--- src/rtl/rtc_wake_pkg.sv ---
package rtc_wake_pkg;
   // Register addresses; software-visible map
   localparam logic [2:0] ADR_CLEAR   = 3'd0;  // write bit0=0 clears counters, read sub-second
   localparam logic [2:0] ADR_SECONDS = 3'd1;
   localparam logic [2:0] ADR_SUBSEC  = 3'd2;
   localparam logic [2:0] ADR_CMP_SEC = 3'd3;
   localparam logic [2:0] ADR_CMP_SUB = 3'd4;
   localparam logic [2:0] ADR_CONTROL = 3'd5;

   localparam int unsigned CTL_ENABLE_BIT = 0;
   localparam int unsigned CTL_FLAG_BIT   = 1;
endpackage

--- src/rtl/rtc_wake_counter.sv ---
module rtc_wake_counter #(
   parameter int unsigned SUB_W = 15,
   parameter int unsigned SEC_W = 24
) (
   input  logic             clk,
   input  logic             tick,
   input  logic             zero_all,
   input  logic             load_sub,
   input  logic             load_sec,
   input  logic [SUB_W-1:0] load_sub_val,
   input  logic [SEC_W-1:0] load_sec_val,
   output logic [SUB_W-1:0] sub_q,
   output logic [SEC_W-1:0] sec_q
);
   localparam logic [SUB_W-1:0] SUB_LAST = '1;
   localparam logic [SUB_W-1:0] SUB_ONE  = SUB_W'(1);
   localparam logic [SEC_W-1:0] SEC_ONE  = SEC_W'(1);

   // No reset input by intent: only the software clear zeroes the chain.
   always_ff @(posedge clk) begin
      if (zero_all) begin
         sub_q <= '0;
         sec_q <= '0;
      end else if (load_sub || load_sec) begin
         if (load_sub) sub_q <= load_sub_val;
         if (load_sec) sec_q <= load_sec_val;
      end else if (tick) begin
         if (sub_q == SUB_LAST) begin
            sub_q <= '0;
            sec_q <= sec_q + SEC_ONE;
         end else begin
            sub_q <= sub_q + SUB_ONE;
         end
      end
   end
endmodule

--- src/rtl/rtc_wake_match.sv ---
module rtc_wake_match #(
   parameter int unsigned SUB_W     = 15,
   parameter int unsigned SEC_W     = 24,
   parameter int unsigned CMP_SEC_W = 8
) (
   input  logic [SUB_W-1:0]     sub_q,
   input  logic [SEC_W-1:0]     sec_q,
   input  logic [SUB_W-1:0]     cmp_sub,
   input  logic [CMP_SEC_W-1:0] cmp_sec,
   output logic                 hit
);
   logic sec_eq;

   generate
      if (CMP_SEC_W == SEC_W) begin : g_full_sec
         assign sec_eq = (sec_q == cmp_sec);
      end else begin : g_low_sec
         logic unused_sec_hi;
         assign unused_sec_hi = ^sec_q[SEC_W-1:CMP_SEC_W];
         assign sec_eq = (sec_q[CMP_SEC_W-1:0] == cmp_sec);
      end
   endgenerate

   assign hit = sec_eq && (sub_q == cmp_sub);
endmodule

--- src/rtl/rtc_wake_timer.sv ---
module rtc_wake_timer
   import rtc_wake_pkg::*;
#(
   parameter int unsigned SUB_W     = 15,
   parameter int unsigned SEC_W     = 24,
   parameter int unsigned CMP_SEC_W = 8,
   parameter int unsigned DATA_W    = 32,
   parameter int unsigned ADDR_W    = 3
) (
   input  logic              clk,
   input  logic              rst_n,
   input  logic              tick,
   input  logic              bus_wr,
   input  logic [ADDR_W-1:0] bus_addr,
   input  logic [DATA_W-1:0] bus_wdata,
   output logic [DATA_W-1:0] bus_rdata,
   output logic              irq
);
   // Elaboration-time parameter checks
   generate
      if (CMP_SEC_W > SEC_W) begin : g_bad_cmp
         $error("seconds compare width exceeds seconds counter width");
      end
      if (SEC_W > DATA_W || SUB_W > DATA_W) begin : g_bad_data
         $error("counter wider than data bus");
      end
      if (ADDR_W < 3) begin : g_bad_addr
         $error("address bus too narrow for register map");
      end
      if (DATA_W < 2) begin : g_bad_ctl
         $error("data bus too narrow for control bits");
      end
   endgenerate

   logic [SUB_W-1:0]     sub_q;
   logic [SEC_W-1:0]     sec_q;
   logic [SUB_W-1:0]     cmp_sub_q;
   logic [CMP_SEC_W-1:0] cmp_sec_q;
   logic                 en_q;
   logic                 flag_q;
   logic                 hit;

   logic wr_clear, wr_sec, wr_sub, wr_cmp_sec, wr_cmp_sub, wr_ctl, cmp_busy;

   assign wr_clear   = bus_wr && (bus_addr == ADDR_W'(ADR_CLEAR)) && !bus_wdata[0];
   assign wr_sec     = bus_wr && (bus_addr == ADDR_W'(ADR_SECONDS));
   assign wr_sub     = bus_wr && (bus_addr == ADDR_W'(ADR_SUBSEC));
   assign wr_cmp_sec = bus_wr && (bus_addr == ADDR_W'(ADR_CMP_SEC));
   assign wr_cmp_sub = bus_wr && (bus_addr == ADDR_W'(ADR_CMP_SUB));
   assign wr_ctl     = bus_wr && (bus_addr == ADDR_W'(ADR_CONTROL));
   assign cmp_busy   = wr_cmp_sec || wr_cmp_sub;

   logic unused_wdata;
   assign unused_wdata = ^bus_wdata;

   rtc_wake_counter #(.SUB_W(SUB_W), .SEC_W(SEC_W)) u_count (
      .clk          (clk),
      .tick         (tick),
      .zero_all     (wr_clear),
      .load_sub     (wr_sub),
      .load_sec     (wr_sec),
      .load_sub_val (bus_wdata[SUB_W-1:0]),
      .load_sec_val (bus_wdata[SEC_W-1:0]),
      .sub_q        (sub_q),
      .sec_q        (sec_q)
   );

   rtc_wake_match #(.SUB_W(SUB_W), .SEC_W(SEC_W), .CMP_SEC_W(CMP_SEC_W)) u_match (
      .sub_q   (sub_q),
      .sec_q   (sec_q),
      .cmp_sub (cmp_sub_q),
      .cmp_sec (cmp_sec_q),
      .hit     (hit)
   );

   always_ff @(posedge clk or negedge rst_n) begin
      if (!rst_n) begin
         cmp_sub_q <= '0;
         cmp_sec_q <= '0;
         en_q      <= 1'b0;
      end else begin
         if (wr_cmp_sub) cmp_sub_q <= bus_wdata[SUB_W-1:0];
         if (wr_cmp_sec) cmp_sec_q <= bus_wdata[CMP_SEC_W-1:0];
         if (wr_ctl)     en_q      <= bus_wdata[CTL_ENABLE_BIT];
      end
   end

   always_ff @(posedge clk or negedge rst_n) begin
      if (!rst_n) begin
         flag_q <= 1'b0;
      end else if (wr_ctl && bus_wdata[CTL_FLAG_BIT]) begin
         flag_q <= 1'b0;
      end else if (hit && en_q && !cmp_busy) begin
         flag_q <= 1'b1;
      end
   end

   assign irq = flag_q;

   always_comb begin
      bus_rdata = '0;
      case (bus_addr)
         ADDR_W'(ADR_CLEAR),
         ADDR_W'(ADR_SUBSEC):  bus_rdata[SUB_W-1:0]     = sub_q;
         ADDR_W'(ADR_SECONDS): bus_rdata[SEC_W-1:0]     = sec_q;
         ADDR_W'(ADR_CMP_SEC): bus_rdata[CMP_SEC_W-1:0] = cmp_sec_q;
         ADDR_W'(ADR_CMP_SUB): bus_rdata[SUB_W-1:0]     = cmp_sub_q;
         ADDR_W'(ADR_CONTROL): begin
            bus_rdata[CTL_ENABLE_BIT] = en_q;
            bus_rdata[CTL_FLAG_BIT]   = flag_q;
         end
         default: bus_rdata = '0;
      endcase
   end
endmodule

--- config.mk ---
export PLATFORM = sky130hd
export DESIGN_NAME = rtc_wake_timer
export DESIGN_NICKNAME = d
export VERILOG_FILES = /design/src/rtl/rtc_wake_pkg.sv /design/src/rtl/rtc_wake_counter.sv /design/src/rtl/rtc_wake_match.sv /design/src/rtl/rtc_wake_timer.sv
export SDC_FILE = /design/constraint.sdc
export NUM_CORES = 1
export LEC_CHECK = 0
export ABC_CLOCK_PERIOD_IN_PS = 2100
export BUFFER_PORTS_ARGS = -buffer_cell sky130_fd_sc_hd__buf_2
export CORE_MARGIN = 2
export CORE_UTILIZATION = 30
export DETAILED_ROUTE_END_ITERATION = 6
export GPL_ROUTABILITY_DRIVEN = 0
export GPL_TIMING_DRIVEN = 0
export HOLD_SLACK_MARGIN = 0.08
export SLEW_MARGIN = 25
export SYNTH_ARGS = -nofsm -noshare
export SYNTH_HDL_FRONTEND = slang
export SYNTH_SLANG_ARGS = --single-unit
export TNS_END_PERCENT = 30
--- constraint.sdc ---
create_clock -name clk -period 2.1 [get_ports clk]
set_clock_uncertainty 0.1 [all_clocks]
set_input_delay 0 -clock clk [delete_from_list [all_inputs] [get_ports clk]]
set_output_delay 0 -clock clk [all_outputs]
set_load 0.05 [all_outputs]
Yosys cells after proc, flatten, opt, wreduce, memory -nomap -nowiden
Index checks and enable logic that the tools add are counted. W data, S select, Z words.

Register bits after elaboration: 64. Input bits: 39. Output and inout bits: 33. Word-level logic and storage cells: 54.

Add/sub/neg operators: 2. Equal/unequal tests: 10. Multiplexer cells: 14. Reductions and logical operators: 22.

Operators by type and width (count): $mux W24 (4); $mux W15 (4); $add A24 B1 Y24 const B (1); $pmux W6 S4 (1); $pmux W7 S3 (1); $add A15 B1 Y15 const B (1); $eq A15 B15 Y1 (1); $eq A15 B15 Y1 const B (1); $logic_and A1 B1 Y1 (11); $pmux W2 S5 (1); $mux W9 (1); $eq A8 B8 Y1 (1); $eq A3 B2 Y1 const B (2); $eq A3 B3 Y1 const B (2); $reduce_bool A2 Y1 (3); $ne A2 B1 Y1 const B (2); $eq A3 B1 Y1 const B (1); $logic_not A3 Y1 (1); $reduce_and A3 Y1 (1); $logic_not A1 Y1 (2); $logic_or A1 B1 Y1 (2); $mux W1 (2); $reduce_and A2 Y1 (1); $reduce_or A2 Y1 (1).

Longest topological paths before layout
Gate-level depths: netlist of the first run.

Depth in word-level cells: 7. Gate-level depth with buffers: 8. Gate-level depth less buffers: 6.

Hierarchy
Synthesis of the first run repeated with hierarchy kept, for this count alone.

Cell total of the unflattened synthesis: 511. Area total of the unflattened synthesis: 4434.3 sq um.

By module, submodules not included: rtc_wake_counter (instances 1, cells each 328, area an instance 2492.4 sq um); rtc_wake_timer (instances 1, cells each 152, area an instance 1687.9 sq um); rtc_wake_match (instances 1, cells each 31, area an instance 254.0 sq um).

Worst setup path before layout of the first run
Ideal clock, no wire load.

Path kind: reg-to-reg. Start: register u_count.sub_q[0]. End: register u_count.sec_q[16]. Setup time: 122 ps. Arrival time: 2009 ps. Required time: 1878 ps. Slack: -131 ps. Stages on the path, launching flop included: 9. Period minus slack after synthesis: 2231 ps. Cells stage by stage: dfxtp_1 > ha_1 > nand3_1 > nor4_1 > buf_4 > a21oi_1 > clkbuf_1 > o31ai_1 > a21oi_1.

Cells in the longest elaborated chain, start to end: 3.

Ends and longest elaborated chain: start: declaration (RTL line rtc_wake_counter.sv:12) `output logic [SUB_W-1:0] sub_q,`; start signal: assignment (RTL line rtc_wake_counter.sv:25) `if (load_sub) sub_q <= load_sub_val;`; start signal: assignment (RTL line rtc_wake_counter.sv:32) `sub_q <= sub_q + SUB_ONE;`; $eq A15 B15 Y1 (RTL line rtc_wake_counter.sv:28) `if (sub_q == SUB_LAST) begin`; $reduce_bool A2 Y1 (no line); $reduce_and A3 Y1 (no line); end signal: assignment (RTL line rtc_wake_counter.sv:26) `if (load_sec) sec_q <= load_sec_val;`; end signal: assignment (RTL line rtc_wake_counter.sv:30) `sec_q <= sec_q + SEC_ONE;`; end: declaration (RTL line rtc_wake_counter.sv:13) `output logic [SEC_W-1:0] sec_q`.

Every way passes these cells. A chain may end at the register's enable or synchronous reset.

Worst setup path after layout of the first run
Start: register u_count.sec_q[7]. End: register u_count.sec_q[15].

Cells in the longest elaborated chain, start to end: 4.

Ends and longest elaborated chain: $add A24 B1 Y24 (RTL line rtc_wake_counter.sv:30); $mux W24 (RTL line rtc_wake_counter.sv:28); $mux W24 (RTL line rtc_wake_counter.sv:27) `end else if (tick) begin`; $mux W24 (RTL line rtc_wake_counter.sv:24) `end else if (load_sub || load_sec) begin`.

Every way passes these cells. The select of a mux whose other input is x is not followed.

==> impl_metrics.tcl, run 1 <==
set metrics [dict create \
    status "complete, but fails checks" \
    violations "negative setup slack" \
    synth.most_common_cell "a21oi_1" \
    finalCritPeriodShare_pct 100 \
    setup_viol 1 \
    hold_viol_final 0 \
    ys_seq_area_share_pct 31.3 \
    overflow 0 \
    drt_iter0_drc 493 \
    power.leakage_nw 2.35 \
    wl_mm 17.2 \
    pwr-share-clk_pct 27.8 \
    use_met2_pct 33.5 \
    ys_ff_latch 64 \
    ant_nets 0 \
    fin_tns_setup_ns -0.00542 \
    groute.usage.overall_pct 20.8 \
    syn_area_mm2 0.00450 \
    num_vias 5093 \
    switching_power_mw 1.93 \
    numPortBuffers 55 \
    busiest_layer "met2" \
    max-slew-margin-rel_pct 55.7 \
    grt_pass1_wl_mm 26.4 \
    rsz0062_at_grt "true" \
    dr.pass1.iters 5 \
    power_density_mw_per_mm2 827 \
    synth-main-ff-cell "dfxtp_1" \
    clk_latency_ns 0.34 \
    p_total_mw 5.07 \
    clk_pin_slew_ns 0.06 \
    diodes 0 \
    min_period_ns 2.11 \
    die-width_um 126 \
    vdd_drop_max_mv 0.355 \
    rows 44 \
    p_int_mw 3.14 \
    finalNonFillerCells 862 \
    end_kind "flip-flop" \
    synth_common_cells "a21oi_1, nand2_1, dfxtp_1" \
    wl_per_cell_um 19.9 \
    seqPwrFrac_pct 37.6 \
    yosysUniqueCellTypes 56 \
    grt_start_max_net_pins 26 \
    die_y_um 126 \
    core_mm2 0.0146 \
    initial_utilization_pct 30.8 \
    swShare_pct 38.2 \
    cts_root_buf "clkbuf_16" \
    viasPerCell 5.91 \
    synthCells 552 \
    dp_cells 799 \
    netlist.area_leader.share_pct 17.4 \
    fp.dieArea_mm2 0.0160 \
    antenna_found_initial 0 \
    ys_warn_count 0 \
    h-tree-depth 3 \
    hp-class "in2async" \
    synth-async-reset-ratio_pct 39.1 \
    worst-setup-path-type "reg2reg" \
    area_growth_pct 36.3 \
    crit_arrival_ns 2.28 \
    num-fill-cells 1408 \
    timing.critical_path.from_type "flip-flop" \
    final_nets 714 \
    max_freq_mhz 475 \
    synth.avg_cell_area_um2 8.14 \
    clkSinkCount 64 \
    cts_buffers 9 \
    met1_usage_pct 27.0 \
    drive_gt1_share_pct 33.2 \
    ios 72 \
    grt_use_met3_pct 2.83 \
    first_global_vias 4927 \
    synth_area_leader_cell "dfxtp_1" \
    critPathRequiredTime_ns 2.27 \
    synth-edff-count 0 \
    cts.path.max_buffers 2 \
    synthTopCellsByArea "dfxtp_1, dfrtp_1, mux2_2" \
    post-place-ws_ns -0.681 \
    pwr-share-comb_pct 34.6 \
    worst_slew_pin_slew_ns 0.663 \
    finalMaxSlewViolations 0 \
    drc 0 \
    hpwlAfterDp_mm 12.0 \
    crit_fanout 6 \
    fin_ws_ns -0.00542 \
    cts_tree "yes" \
    drv_cap 0 \
]
-- power by group through the flow --
| stage | clock network, mW | registers [mW] | logic [mW] |
|---|---|---|---|
| finish | 1.41 | 1.91 | 1.75 |
| floorplan | 0 | 1.71 | 1.15 |
| CTS | 1.41 | 1.85 | 1.60 |
| global placement | 0 | 1.81 | 1.47 |
| detailed placement | 0 | 1.81 | 1.50 |
| global route | 1.48 | 1.93 | 1.87 |
-- what timing repair did --
| action | in CTS | in global routing |
|---|---|---|
| hold buffers | 26 | 0 |
| gates cloned | 2 | 0 |
| endpoints found under the hold margin | 74 | 0 |
| pin swaps | 9 | 10 |
| endpoints found under the setup margin | 34 | 39 |
| setup buffers | 12 | 10 |
| gates resized for setup | 57 | 53 |
-- stage by stage --
step	instance area [um^2]	utilization, %	hold slack (ns)
floorplan	4530	-	-0.396
CTS	5910	40.5	0.117
finish	6130	42.0	0.104
detailed placement	5050	34.6	-0.0660
global placement	5030	34.5	-0.0812
global route	6130	42.0	0.171
-- logic make-up (layout without fill, tap and decap cells) --
kind of cell	Yosys count	in the layout	synth area share, %
and+or+nand+nor	197	197	23.4
AOI/OAI and AO/OA	171	171	25.5
DFF	64	64	31.3
buffers and inverters	60	179	6.46
muxes	33	33	8.04
xor gates and xnor gates	24	24	4.68
adders and majority gates	2	2	0.557
other	1	8	0.0834
-- layer usage --
metal / part of all wire [%] / routed length, um
met1: 42 / 7140
met2: 47 / 8020
met3: 7.2 / 1240
met4: 4.5 / 765
met5: 0 / 0
-- placed cells by master (no fill, tap or decap), drive strengths merged, types with 4 or more instances in the layout --
| cell | netlist | final |
|---|---|---|
| buf | 29 | 108 |
| a21oi | 44 | 44 |
| nand2 | 43 | 43 |
| dfxtp | 39 | 39 |
| clkbuf | 26 | 34 |
| nor2 | 32 | 32 |
| o21ai | 28 | 28 |
| nand3 | 27 | 27 |
| dlygate4sd3 | 0 | 26 |
| mux2 | 25 | 25 |
| dfrtp | 25 | 25 |
| xnor2 | 18 | 18 |
| o31ai | 18 | 18 |
| a31oi | 15 | 15 |
| nand4 | 14 | 14 |
| and2 | 13 | 13 |
| nor2b | 12 | 12 |
| nor3 | 12 | 12 |
| o41ai | 11 | 11 |
| and3 | 10 | 10 |
| a211oi | 10 | 10 |
| mux2i | 8 | 8 |
| a211o | 8 | 8 |
| conb | 1 | 8 |
| a31o | 8 | 8 |
| nor4 | 7 | 7 |
| xor2 | 6 | 6 |
| o21a | 6 | 6 |
| inv | 5 | 5 |
| o22ai | 4 | 4 |
| nand4b | 4 | 4 |
| o221a | 4 | 4 |
| a32o | 4 | 4 |
| clkinv | 0 | 4 |
-- state kept, by name, summed over array words and instances (netlist names) --
name	flops
irq	1
cmp_sub_q	15
u_count.sec_q	24
u_count.sub_q	15
cmp_sec_q	8
en_q	1
-- critical path, cell delays in order, from the launching register on --
cell     delay, ns
dfxtp_2       0.43
nand2_2       0.15
or4b_4        0.57
or4_4         0.42
a211o_1       0.28
a21oi_2       0.11
-- final cells by class --
cell class / instances / area [um^2] / share of cell area, %
Multi-Input combinational cell: 435 / 3070 / 50.1
Inverter: 5 / 18.8 / 0.306
Sequential cell: 64 / 1460 / 23.9
Clock buffer: 10 / 239 / 3.90
Timing Repair Buffer: 106 / 734 / 12.0
Buffer: 52 / 338 / 5.51
Clock inverter: 6 / 35.0 / 0.572
Tap cell: 184 / 230 / 3.76
-- worst paths after layout --
check | slack (ns) | cells after the start | startpoint | endpoint
max | -0.005 | 5 | u_count.sec_q[7] | u_count.sec_q[15]
min | 0.10 | 2 | rst_n | cmp_sec_q[1]
max reg2reg | -0.005 | 5 | u_count.sec_q[7] | u_count.sec_q[15]
min reg2reg | 0.40 | 2 | u_count.sec_q[21] | u_count.sec_q[21]
max in group asynchronous | 1.40 | 2 | rst_n | cmp_sub_q[13]
min in group clk | 0.18 | 4 | bus_wr | u_count.sub_q[12]
No activity file was read; power rests on OpenSTA's default activity.
==> inputs of run 2 (changes only) <==
ABC_CLOCK_PERIOD_IN_PS = 2400   (was 2100)
clock period = 2.4 ns   (was 2.1 ns; I/O delays follow)
==> impl_metrics.tcl, run 2 (same netlist as run 1, synthesis figures left out) <==
set metrics [dict create \
    status "complete, no violations" \
    rsz0062_at_grt "true" \
    dr.pass1.iters 5 \
    crit_arrival_ns 2.55 \
    clkSinkCount 64 \
    wl_per_cell_um 20.3 \
    crit_chain "nand3_2, or4b_4, or4_1, a211o_1, a21oi_1" \
    h-tree-depth 3 \
    wl_mm 17.2 \
    ant_nets 0 \
    groute.usage.overall_pct 21.1 \
    num_vias 5045 \
    max_freq_mhz 422 \
    timing.critical_path.from_type "flip-flop" \
    numPortBuffers 55 \
    cts_root_buf "clkbuf_16" \
    cp_slowest_stage_delay_ns 0.58 \
    worst_slew_pin_slew_ns 0.743 \
    cts_tree "yes" \
    grt_pass1_wl_mm 26.6 \
    critPathLaunch "u_count.sec_q[9]" \
    power.leakage_nw 2.23 \
    antenna_found_initial 0 \
    clk_latency_ns 0.35 \
    hp-class "in2async" \
    viasPerCell 5.95 \
    finish.instance_area_mm2 0.00582 \
    dpl_cell_area_mm2 0.00504 \
    num-fill-cells 1461 \
    seqCellArea_mm2 0.00141 \
    crit_fanout 6 \
    min_period_ns 2.37 \
    drt_iter0_drc 557 \
    r2r_cells 5 \
    die-width_um 126 \
    final_nets 700 \
    cp_num_cells 5 \
    multi_input_area_mm2 0.00293 \
    first_global_vias 4797 \
    top_regs "u_count.sec_q: 24 flops, cmp_sub_q: 15 flops, u_count.sub_q: 15 flops" \
    power_density_mw_per_mm2 770 \
    cp_num_buf_inv 0 \
    final_cell_mix "buf_2, a21oi_1, nand2_1" \
    drive_gt1_share_pct 24.8 \
    cts_buffers 9 \
    worst-setup-path-type "reg2reg" \
    crit_family "simple AND/OR/NAND/NOR gates" \
    reg2reg_from "u_count.sec_q[9]" \
    end_kind "flip-flop" \
    drv_cap 0 \
    max-slew-margin-rel_pct 50.1 \
    largest_register_ffs 24 \
    fp.dieArea_mm2 0.0160 \
    setup_viol 0 \
    area_growth_pct 29.4 \
    cp_slowest_cell "or4b_4" \
    hpwlAfterDp_mm 12.1 \
    p_total_mw 4.48 \
    crit_end "u_count.sec_q[15]" \
    r2r_slack_ns 0.03 \
    fin_tns_setup_ns 0 \
    die_y_um 126 \
    overflow 0 \
    grt_start_max_net_pins 26 \
    largest_register "u_count.sec_q" \
    clk_pin_slew_ns 0.06 \
    diodes 0 \
    vdd_drop_max_mv 0.340 \
    finalCritPeriodShare_pct 98.8 \
    ios 72 \
    hold_viol_final 0 \
    cts.path.max_buffers 2 \
    critPathRequiredTime_ns 2.58 \
    rr_endpoint "u_count.sec_q[15]" \
    finalMaxSlewViolations 0 \
    drc 0 \
    core_mm2 0.0146 \
    rows 44 \
    fin_ws_ns 0.0279 \
    post-place-ws_ns -0.596 \
    initial_utilization_pct 30.8 \
    final_common_cell "buf_2" \
]
==> run 2: changes by cell type in the layout (fill, tap and decap cells not counted), sizes merged <==
cell,previous run,this run
bufinv,0,2
clkinvlp,2,1
buf,108,96
clkinv,4,3
inv,5,6
clkbuf,34,31
==> run 2: repair_timing <==
item	4_1_cts	5_1_grt
setup endpoints to repair	34	32
hold buffers	26	0
gates cloned	0	0
setup buffers	1	8
hold endpoints to repair	77	0
resized for setup	14	27
pin swaps	1	3
==> run 2: worst register-to-register path, cell delays in order (launching register included) <==
cell and delay (ns):
dfxtp_1 0.50, nand3_2 0.22, or4b_4 0.58, or4_1 0.49, a211o_1 0.30, a21oi_1 0.11
==> run 2: how the worst min path moves through the flow <==
| stage | start | to | slack (ns) | cells past startpoint |
|---|---|---|---|---|
| after CTS | rst_n | cmp_sub_q[5] | 0.10 | 2 |
| after floorplan | rst_n | cmp_sec_q[0] | -0.40 | 0 |
| final | rst_n | cmp_sub_q[5] | 0.09 | 2 |
| after global placement | rst_n | cmp_sec_q[4] | -0.08 | 1 |
| after global routing | rst_n | irq | 0.16 | 2 |
| after detailed placement | rst_n | cmp_sub_q[5] | -0.07 | 1 |
==> run 2: routing by layer <==
metal	part of all wire (%)	GRT usage (%)	vias up
met1	41	28.3	2412
met5	0	0	-
met2	45	33.1	290
met4	5.3	9.89	0
li1	-	-	2274
met3	8.2	3.46	69
==> run 2: area by class of cell <==
type / instances / share of cell area (%)
plain buffers: 53 / 5.03
clock buffers: 9 / 3.87
clock inverters: 7 / 1.63
inverters: 5 / 0.323
multi-input cells: 435 / 50.4
flip-flops and latches: 64 / 24.3
well taps: 184 / 3.96
repair buffers: 91 / 10.5
==> run 2: per-stage QoR <==
stage | util [%] | std cells | hold WS (ns)
after floorplan | - | 559 | -0.396
after global routing | 39.9 | 848 | 0.155
after detailed placement | 34.6 | 799 | -0.0726
after CTS | 39.0 | 840 | 0.101
after global placement | 34.5 | 798 | -0.0830
final | 39.9 | 848 | 0.0894
==> run 2: power breakdown <==
part / internal [mW] / total, mW / switching [mW]
clock: 0.911 / 1.46 / 0.545
sequential: 1.31 / 1.64 / 0.328
combinational: 0.588 / 1.39 / 0.801
